--- config.mk ---
export PLATFORM = sky130hd
export DESIGN_NAME = sram_ctl
export DESIGN_NICKNAME = d
export VERILOG_FILES = /design/src/rtl/sram_ctl_pkg.sv /design/src/rtl/sram_ctl_timer.sv /design/src/rtl/sram_ctl_seq.sv /design/src/rtl/sram_ctl_dpath.sv /design/src/rtl/sram_ctl.sv
export SDC_FILE = /design/constraint.sdc
export NUM_CORES = 1
export LEC_CHECK = 0
export CAP_MARGIN = 20
export CORE_MARGIN = 4
export CORE_UTILIZATION = 38
export CTS_CLUSTER_DIAMETER = 100
export DETAILED_ROUTE_END_ITERATION = 16
export MAX_ROUTING_LAYER = met4
export PLACE_DENSITY = 0.72
export SYNTH_ARGS = -nofsm -noshare
export SYNTH_HDL_FRONTEND = slang
export SYNTH_SLANG_ARGS = --single-unit
--- constraint.sdc ---
create_clock -name clk -period 1.65 [get_ports clk]
set_input_delay 0.2475 -clock clk [delete_from_list [all_inputs] [get_ports clk]]
set_output_delay 0.2475 -clock clk [all_outputs]
set_load 0.005 [all_outputs]
--- src/rtl/sram_ctl_pkg.sv ---
package sram_ctl_pkg;

  typedef enum logic [2:0] {
    ST_IDLE,
    ST_WSETUP,
    ST_WPULSE,
    ST_WHOLD,
    ST_RACCESS
  } ctl_state_e;

  function automatic int ns_to_cyc(input int t_ns, input int clk_ns);
    return (t_ns + clk_ns - 1) / clk_ns;
  endfunction

  function automatic int imax(input int a, input int b);
    return (a > b) ? a : b;
  endfunction

  // cycles the write strobe is held low
  function automatic int wr_pulse_cyc(input int clk_ns, input int t_wp,
                                      input int t_dw, input int t_cw,
                                      input int t_aw);
    return imax(imax(ns_to_cyc(t_wp, clk_ns), ns_to_cyc(t_dw, clk_ns)),
                imax(ns_to_cyc(t_cw, clk_ns), ns_to_cyc(t_aw, clk_ns)));
  endfunction

  // cycles after the strobe rises, padding the whole write to its minimum
  function automatic int wr_hold_cyc(input int clk_ns, input int t_wc,
                                     input int wp);
    return imax(1, ns_to_cyc(t_wc, clk_ns) - 1 - wp);
  endfunction

  // cycles output enable and address are held before capture
  function automatic int rd_access_cyc(input int clk_ns, input int t_rc,
                                       input int t_aa, input int t_oe);
    return imax(ns_to_cyc(t_rc, clk_ns),
                imax(ns_to_cyc(t_aa, clk_ns), ns_to_cyc(t_oe, clk_ns)));
  endfunction

endpackage

--- src/rtl/sram_ctl_timer.sv ---
module sram_ctl_timer #(
  parameter int CNT_W = 4
) (
  input  logic             clk,
  input  logic             rst_n,
  input  logic             load,
  input  logic [CNT_W-1:0] load_val,
  output logic             expired
);
  logic [CNT_W-1:0] cnt_q;

  always_ff @(posedge clk or negedge rst_n) begin
    if (!rst_n)              cnt_q <= '0;
    else if (load)           cnt_q <= load_val;
    else if (cnt_q != '0)    cnt_q <= cnt_q - 1'b1;
  end

  assign expired = (cnt_q == '0);
endmodule

--- src/rtl/sram_ctl_seq.sv ---
module sram_ctl_seq
  import sram_ctl_pkg::*;
#(
  parameter int CNT_W    = 4,
  parameter int WP_CYC   = 8,
  parameter int HOLD_CYC = 1,
  parameter int RD_CYC   = 10
) (
  input  logic             clk,
  input  logic             rst_n,
  input  logic             req_valid,
  input  logic             req_write,
  input  logic             tmr_expired,
  output ctl_state_e       state,
  output logic             tmr_load,
  output logic [CNT_W-1:0] tmr_val,
  output logic             accept,
  output logic             capture
);
  ctl_state_e state_q, state_d;

  always_comb begin
    state_d  = state_q;
    tmr_load = 1'b0;
    tmr_val  = '0;
    accept   = 1'b0;
    capture  = 1'b0;
    unique case (state_q)
      ST_IDLE: begin
        if (req_valid) begin
          accept = 1'b1;
          if (req_write) begin
            state_d = ST_WSETUP;
          end else begin
            state_d  = ST_RACCESS;
            tmr_load = 1'b1;
            tmr_val  = CNT_W'(RD_CYC - 1);
          end
        end
      end
      ST_WSETUP: begin
        state_d  = ST_WPULSE;
        tmr_load = 1'b1;
        tmr_val  = CNT_W'(WP_CYC - 1);
      end
      ST_WPULSE: begin
        if (tmr_expired) begin
          state_d  = ST_WHOLD;
          tmr_load = 1'b1;
          tmr_val  = CNT_W'(HOLD_CYC - 1);
        end
      end
      ST_WHOLD: begin
        if (tmr_expired) state_d = ST_IDLE;
      end
      ST_RACCESS: begin
        if (tmr_expired) begin
          capture = 1'b1;
          state_d = ST_IDLE;
        end
      end
      default: state_d = ST_IDLE;
    endcase
  end

  always_ff @(posedge clk or negedge rst_n) begin
    if (!rst_n) state_q <= ST_IDLE;
    else        state_q <= state_d;
  end

  assign state = state_q;
endmodule

--- src/rtl/sram_ctl_dpath.sv ---
module sram_ctl_dpath
  import sram_ctl_pkg::*;
#(
  parameter int ADDR_W = 18,
  parameter int DATA_W = 8
) (
  input  logic              clk,
  input  logic              rst_n,
  input  ctl_state_e        state,
  input  logic              accept,
  input  logic              capture,
  input  logic [ADDR_W-1:0] req_addr,
  input  logic [DATA_W-1:0] req_wdata,
  input  logic [DATA_W-1:0] mem_dq_in,
  output logic              req_ready,
  output logic              rsp_valid,
  output logic [DATA_W-1:0] rsp_rdata,
  output logic [ADDR_W-1:0] mem_addr,
  output logic              mem_cs_n,
  output logic              mem_cs,
  output logic              mem_we_n,
  output logic              mem_oe_n,
  output logic [DATA_W-1:0] mem_dq_out,
  output logic              mem_dq_oe
);
  logic [ADDR_W-1:0] addr_q;
  logic [DATA_W-1:0] wdata_q;
  logic [DATA_W-1:0] rdata_q;
  logic              rvalid_q;
  logic              busy;
  logic              in_write;

  always_ff @(posedge clk or negedge rst_n) begin
    if (!rst_n) begin
      addr_q  <= '0;
      wdata_q <= '0;
    end else if (accept) begin
      addr_q  <= req_addr;
      wdata_q <= req_wdata;
    end
  end

  always_ff @(posedge clk or negedge rst_n) begin
    if (!rst_n) begin
      rdata_q  <= '0;
      rvalid_q <= 1'b0;
    end else begin
      rvalid_q <= capture;
      if (capture) rdata_q <= mem_dq_in;
    end
  end

  assign busy     = (state != ST_IDLE);
  assign in_write = (state == ST_WSETUP) || (state == ST_WPULSE) ||
                    (state == ST_WHOLD);

  assign req_ready  = !busy;
  assign rsp_valid  = rvalid_q;
  assign rsp_rdata  = rdata_q;
  assign mem_addr   = addr_q;
  assign mem_cs_n   = !busy;
  assign mem_cs     = busy;
  assign mem_we_n   = (state != ST_WPULSE);
  assign mem_oe_n   = (state != ST_RACCESS);
  assign mem_dq_out = wdata_q;
  assign mem_dq_oe  = in_write;
endmodule

--- src/rtl/sram_ctl.sv ---
module sram_ctl
  import sram_ctl_pkg::*;
#(
  parameter int ADDR_W  = 18,
  parameter int DATA_W  = 8,
  parameter int CLK_NS  = 10,
  parameter int T_RC_NS = 100,
  parameter int T_AA_NS = 100,
  parameter int T_OE_NS = 50,
  parameter int T_WC_NS = 100,
  parameter int T_WP_NS = 75,
  parameter int T_DW_NS = 45,
  parameter int T_CW_NS = 80,
  parameter int T_AW_NS = 80
) (
  input  logic              clk,
  input  logic              rst_n,
  input  logic              req_valid,
  input  logic              req_write,
  input  logic [ADDR_W-1:0] req_addr,
  input  logic [DATA_W-1:0] req_wdata,
  output logic              req_ready,
  output logic              rsp_valid,
  output logic [DATA_W-1:0] rsp_rdata,
  output logic [ADDR_W-1:0] mem_addr,
  output logic              mem_cs_n,
  output logic              mem_cs,
  output logic              mem_we_n,
  output logic              mem_oe_n,
  output logic [DATA_W-1:0] mem_dq_out,
  output logic              mem_dq_oe,
  input  logic [DATA_W-1:0] mem_dq_in
);
  localparam int WP_CYC   = wr_pulse_cyc(CLK_NS, T_WP_NS, T_DW_NS, T_CW_NS, T_AW_NS);
  localparam int HOLD_CYC = wr_hold_cyc(CLK_NS, T_WC_NS, WP_CYC);
  localparam int RD_CYC   = rd_access_cyc(CLK_NS, T_RC_NS, T_AA_NS, T_OE_NS);
  localparam int MAX_CYC  = imax(WP_CYC, imax(HOLD_CYC, RD_CYC));
  localparam int CNT_W    = $clog2(MAX_CYC + 1);

  ctl_state_e       state;
  logic             tmr_load;
  logic [CNT_W-1:0] tmr_val;
  logic             tmr_expired;
  logic             req_accept;   // request taken this cycle
  logic             rd_capture;   // read byte sampled at this edge

  sram_ctl_timer #(.CNT_W(CNT_W)) u_timer (
    .clk      (clk),
    .rst_n    (rst_n),
    .load     (tmr_load),
    .load_val (tmr_val),
    .expired  (tmr_expired)
  );

  sram_ctl_seq #(
    .CNT_W    (CNT_W),
    .WP_CYC   (WP_CYC),
    .HOLD_CYC (HOLD_CYC),
    .RD_CYC   (RD_CYC)
  ) u_seq (
    .clk         (clk),
    .rst_n       (rst_n),
    .req_valid   (req_valid),
    .req_write   (req_write),
    .tmr_expired (tmr_expired),
    .state       (state),
    .tmr_load    (tmr_load),
    .tmr_val     (tmr_val),
    .accept      (req_accept),
    .capture     (rd_capture)
  );

  sram_ctl_dpath #(.ADDR_W(ADDR_W), .DATA_W(DATA_W)) u_dpath (
    .clk        (clk),
    .rst_n      (rst_n),
    .state      (state),
    .accept     (req_accept),
    .capture    (rd_capture),
    .req_addr   (req_addr),
    .req_wdata  (req_wdata),
    .mem_dq_in  (mem_dq_in),
    .req_ready  (req_ready),
    .rsp_valid  (rsp_valid),
    .rsp_rdata  (rsp_rdata),
    .mem_addr   (mem_addr),
    .mem_cs_n   (mem_cs_n),
    .mem_cs     (mem_cs),
    .mem_we_n   (mem_we_n),
    .mem_oe_n   (mem_oe_n),
    .mem_dq_out (mem_dq_out),
    .mem_dq_oe  (mem_dq_oe)
  );
endmodule

==> results of run 1 <==
==> flip-flops by register name (all words and copies together) (netlist names) <==
register / count
u_dpath.rsp_rdata: 8
u_seq.state: 3
u_dpath.mem_dq_out: 8
u_dpath.mem_addr: 18
u_timer.cnt_q: 4
u_dpath.rsp_valid: 1
==> layer usage <==
layer / share of wire / vias up
li1: - / 630
met4: 0.0065 / 0
met2: 0.48 / 75
met1: 0.42 / 662
met3: 0.094 / 5
met5: 0 / -
==> per-stage QoR <==
step	area, µm²	hold slack (ns)	setup WS [ns]	util
5_1_grt	3080	0.412	-0.108	0.648
3_3_place_gp	2740	0.148	0.0512	0.576
3_5_place_dp	2740	0.162	0.0176	0.576
4_1_cts	2900	0.385	-0.0870	0.610
2_1_floorplan	1870	-0.0481	0.0784	-
6_report	3080	0.402	-0.0633	0.648
==> report_power, final <==
group,total (W),leakage (nW),internal (W),switching [W]
Clock,0.000823,0.0573,0.000484,0.000339
Combinational,0.00275,0.798,0.00188,0.000873
Sequential,0.00182,0.499,0.00150,0.000323
Total,0.00539,1.35,0.00386,0.00153
==> cell families (layout without fill, tap and decap cells) <==
logic type	Yosys count	after routing
AOI/OAI and AO/OA	7	7
xor gates and xnor gates	3	3
adders and majority gates	2	2
buffers and inverters	10	116
DFF	42	42
muxes	34	34
and+or+nand+nor	22	23
==> layout make-up <==
class | count | share of cell area
clock buffer | 6 | 0.0268
clock inverter | 1 | 0.00975
tap | 67 | 0.0272
timing repair buffer | 105 | 0.332
multi-input combinational | 69 | 0.257
inverter | 4 | 0.00488
sequential | 42 | 0.342
==> path summary, 6_finish.rpt <==
path                                              to  cells after the start
worst max-delay path             u_dpath.mem_addr[4]                      6
worst min-delay path            u_dpath.mem_addr[10]                      2
worst max register to register   u_dpath.mem_addr[4]                      6
max in group asynchronous             u_seq.state[1]                      3
min in group clk                 u_dpath.mem_addr[0]                      1
worst min register to register   u_dpath.mem_addr[0]                      1
==> timing repair <==
action / in CTS / in global routing
endpoints found under the setup margin: 6 / 41
setup buffers: 5 / 7
hold buffers: 1 / 0
cloned: 0 / 4
gates resized for setup: 10 / 25
endpoints found under the hold margin: 13 / 0
pin swaps: 1 / 4
==> cells in the final DEF (no fill, tap or decap), types with 2 or more instances in the layout <==
| cell type | n |
|---|---|
| clkbuf_8 | 6 |
| clkdlybuf4s15_1 | 2 |
| mux2_4 | 28 |
| clkbuf_2 | 3 |
| buf_6 | 3 |
| mux2_2 | 6 |
| buf_4 | 20 |
| nand3_1 | 2 |
| dfrtp_1 | 41 |
| inv_2 | 2 |
| and2_1 | 2 |
| nand2_1 | 2 |
| clkdlybuf4s50_1 | 71 |
| inv_1 | 2 |
| clkbuf_16 | 2 |
| ha_1 | 2 |
| a21oi_1 | 2 |
| nor3_1 | 2 |
| or3b_4 | 2 |
| xnor2_1 | 2 |
==> metrics.cfg, run 1 <==
[run_status]
outcome=finished, violations left
violations=negative setup slack

[power_and_ir_drop]
power_density_nw_per_um2=1750
power_w=0.00539
p_leak_nw=1.35
ir_drop_uv=758

[timing]
slew_headroom=0.777
setup_viol_count_final=26
setup_ws_ns=-0.0633
hold_viol=0
rsz0062_at_grt=true
timing.fmax_ghz=0.584
drv_slew=0
period_minus_slack_ns=1.71
post-route-period-util=1.04
worstMarginPinSlew_ns=0.334
skew_ns=0.00315
fin_tns_setup_ns=-1.16

[placement]
hpwlAfterDp_um=3420
io_buffers=78
place.gp.congestion=0.834
post-place-cells=270

[setup_path]
path_cells=buf_6 > nor3_4 > buf_4 > and2_4 > clkbuf_16 > mux2_4
cp-end-kind=flop
reg2reg_slack_ns=-0.06
cp.arrival_ns=1.89
critPathKind=reg2reg
critPathRequiredTime_ns=1.83
cp-start-kind=flop
crit_slowest_cell=dfrtp_1
critPathMaxFanout=7
slowest_delay_ns=0.43
r2r-start=u_seq.state[2]
cp_num_buf_inv=3
critPathTopFamily=buffers and inverters
crit_start=u_seq.state[2]

[cts]
clock-sinks=42
path_clk_slew_ns=0.08
cts_max_level=2
root_buffer=clkbuf_8
clk_latency_ns=0.29
cts_tree=yes
cts_buffers=5
clk_path_buf_depth=2

[cells_and_area]
drive_above_1_share=0.383
seqCellArea_um2=1050
fillerInstances=357
multi_input_area_um2=792
area_delta_synth_final_pct=64.7
layout.nets=267
antenna_cells=0
instances_no_fill=294

[logic_synthesis]
synth_edf_count=0
yosysWarnings=0
avgSynthCellArea_um2=15.6
yosysMostFrequentCell=dfrtp_1
synth_mux_area_frac=0.245
synth_cell_types=32
synth_top_area_cell=dfrtp_1
yosysTopAreaCellShare=0.562
netlist_top_cells_count=dfrtp_1 (42), mux2_4 (20), mux2_2 (12)
synth_simple_gate_area_share=0.0870
seq_area_frac_synth=0.562
synth-adder-area-share=0.0134
ys_ff_latch=42
syn_inst=120
syn_nets=160
synthFlopType=dfrtp_1
synthesis.area_um2=1870
synth.area.top_cells=dfrtp_1 (56%), mux2_4 (16%), mux2_2 (7.2%)
synthXorXnorAreaFrac=0.0141
synth_top_family_by_area=multiplexers
synth-compound-area-share=0.0254
ys_async_sr_fraction=1.00

[drt]
drc=0
routed_wl_um=5060
drt_iter0_drc=46
wl_per_cell_um=17.2
drt-pass1-iter-count=4
drtAntennaViolNets=0
vias=1372
via_per_inst=4.67

[grt]
antenna_found_initial=0
grt_max_degree=27
grt_usage=0.164
grt.busiest_layer=met2
grt_use_met3=0.0608
gr-usage-met2=0.259
grt_pass1_vias=1480
grt_overflow_total=0
grt_pass1_wl_um=7600
grtUsageMet1=0.203

[floorplan]
rows=25
start_util=0.393
core_um2=4750
die_h_um=78.1
ios=79
die-area_um2=6110
fp.dieW_um=78.1

[run]
drv_cap=0

[hold_path]
hold_path.class=in2async

Note: power is estimated with default switching activity, not from simulation.
==> inputs of run 2 (changes only) <==
--- a/config.mk
+++ b/config.mk
@@ -11,7 +11,7 @@
 export CTS_CLUSTER_DIAMETER = 100
 export DETAILED_ROUTE_END_ITERATION = 16
 export MAX_ROUTING_LAYER = met4
-export PLACE_DENSITY = 0.72
+export PLACE_DENSITY = 0.77
 export SYNTH_ARGS = -nofsm -noshare
 export SYNTH_HDL_FRONTEND = slang
 export SYNTH_SLANG_ARGS = --single-unit
==> run 2 against run 1 <==
The flow now finishes without violations. Combinational power fell by 9.5%. Hold slack improved by 0.047 ns. Critical path depth is 1 lower. Utilization down 2.4 points. Via count decreased by 5.9%. Critical path type unchanged. Largest cell class unchanged.
==> metrics.cfg, run 2 (same netlist as run 1, synthesis figures left out) <==
[run_status]
outcome=finished clean

[cells_and_area]
antenna_cells=0  ; unchanged
area_delta_synth_final_pct=58.5
largest_reg_flops=18  ; unchanged
seqCellArea_um2=1050  ; unchanged
final_common_cell=clkdlybuf4s50_1
layout_common_cells=clkdlybuf4s50_1 (71), dfrtp_1 (41), mux2_4 (23), buf_4 (13), mux2_2 (9)
fillerInstances=393  ; +10%
drive_above_1_share=0.317  ; -0.0667
final_area_um2=2960  ; -3.8%
multi_input_area_um2=751  ; -5.2%
layout.nets=258  ; -3.4%

[setup_path]
crit_start=u_seq.state[2]
path_cells=nor3_4 > buf_4 > and2_4 > buf_12 > mux2_4
r2r-start=u_seq.state[2]
critPathTopFamily=simple AND/OR/NAND/NOR gates
critPathMaxFanout=13  ; +6
slowest_delay_ns=0.43  ; about the same
crit_slowest_cell=dfrtp_1
cp-start-kind=flop
reg2reg_slack_ns=0.03  ; +0.10 ns
cp-end-kind=flop
reg2regPathDepth=5  ; -1
cp_num_buf_inv=2  ; -1
critPathKind=reg2reg
cp.arrival_ns=1.79  ; -0.10 ns
critPathRequiredTime_ns=1.82  ; about the same
r2r-end=u_dpath.mem_addr[7]

[power_and_ir_drop]
p_int_w=0.00371  ; -3.8%
p_leak_nw=1.28  ; -5.2%
p_comb_frac=0.491  ; -0.019
ir_drop_uv=898  ; +18%
p_switching_w=0.00136  ; -11%
p_seq_frac=0.350  ; +0.013
swShare=0.268  ; -0.0166
power_density_nw_per_um2=1710  ; -2.3%
power_w=0.00507  ; -6.0%
p_clk_frac=0.159  ; +0.006

[grt]
grt_usage=0.139  ; -0.0252
antenna_found_initial=0  ; unchanged
grt_pass1_vias=1325  ; -10%
grt_pass1_wl_um=6600  ; -13%
grt_overflow_total=0  ; unchanged
grt_max_degree=23  ; -15%

[floorplan]
die_h_um=78.1  ; unchanged
core_um2=4750  ; unchanged
die-area_um2=6110  ; unchanged
rows=25  ; unchanged
ios=79  ; unchanged
fp.dieW_um=78.1  ; unchanged
start_util=0.393  ; unchanged

[timing]
drv_slew=0  ; unchanged
rsz0062_at_grt=true
post-route-period-util=0.980  ; -0.0585
skew_ns=0.00342  ; +0.000273 ns
setup_ws_ns=0.0332  ; +0.0965 ns
setup_viol_count_final=0  ; -100%
slew_headroom=0.692  ; -0.0849
period_minus_slack_ns=1.62  ; -0.0965 ns
worstMarginPinSlew_ns=0.462  ; +0.127 ns
hold_viol=0  ; unchanged
fin_tns_setup_ns=0  ; +1.16 ns
timing.fmax_ghz=0.619  ; +6.0%

[drt]
drtAntennaViolNets=0  ; unchanged
wl_per_cell_um=14.2  ; -17%
drt_iter0_drc=40  ; -13%
vias=1291  ; -5.9%
drt-pass1-iter-count=4  ; unchanged
via_per_inst=4.53  ; -2.9%
routed_wl_um=4050  ; -20%
drc=0  ; unchanged

[placement]
place.gp.congestion=0.742  ; -11%
hpwlAfterDp_um=3030  ; -11%
io_buffers=78  ; unchanged
post_dp_cell_area_um2=2750  ; +0.46%
dp_slack_ns=0.0292  ; +0.0117 ns

[hold_path]
hold_path.class=in2async

[run]
drv_cap=0  ; unchanged

[cts]
root_buffer=clkbuf_8
clk_latency_ns=0.28  ; about the same
clk_path_buf_depth=2  ; unchanged
clock-sinks=42  ; unchanged
cts_tree=yes
cts_max_level=2  ; unchanged
path_clk_slew_ns=0.07  ; about the same
cts_buffers=5  ; unchanged

[run 2: cell count changes in the layout (fill, tap and decap cells not counted), sizes merged]
cell / delta
buf: -6
nand3: -1
clkbuf: -4
dlygate4sd2: +2
[run 2: how the worst max path moves through the flow]
stage                             to  slack [ns]  depth (start not counted)
2_1_floorplan    u_dpath.mem_addr[0]        0.08                          6
3_3_place_gp                mem_we_n        0.07                          2
3_5_place_dp    u_dpath.rsp_rdata[1]        0.03                          4
4_1_cts        u_dpath.mem_dq_out[4]      -0.004                          5
5_1_grt        u_dpath.mem_dq_out[3]       -0.07                          5
6_report         u_dpath.mem_addr[7]        0.03                          5
[run 2: cell type report]
class,instances,share of cell area
flip-flops and latches,42,0.355
inverters,4,0.00507
well taps,67,0.0283
clock inverters,1,0.0101
clock buffers,6,0.0279
multi-input cells,68,0.253
repair buffers,97,0.320
[run 2: per-stage QoR]
step,std cells,hold slack [ns],util
final,285,0.449,0.623
after global routing,285,0.486,0.623
after CTS,281,0.456,0.614
after detailed placement,270,0.221,0.579
after global placement,270,0.226,0.579
after floorplan,120,-0.0481,-
[run 2: layer usage]
layer / track usage / up-vias / wire (µm)
met2: 0.197 / 54 / 1770
met3: 0.0356 / 4 / 269
met5: - / - / 0
li1: - / 613 / -
met4: 0.0472 / 0 / 24
met1: 0.195 / 620 / 1990
[run 2: power by group through the flow]
stage / combinational, W / clock (W) / sequential [W]
after floorplan: 0.00112 / 0 / 0.00180
after global placement: 0.00234 / 0 / 0.00177
after detailed placement: 0.00237 / 0 / 0.00179
after CTS: 0.00246 / 0.000840 / 0.00177
after global routing: 0.00267 / 0.000879 / 0.00185
final: 0.00249 / 0.000806 / 0.00177
[run 2: what timing repair did]
item	CTS	global route
pin swaps	2	1
resized for setup	14	8
buffers inserted	3	4
hold endpoints to repair	20	0
endpoints found under the setup margin	6	35
hold buffers	1	0
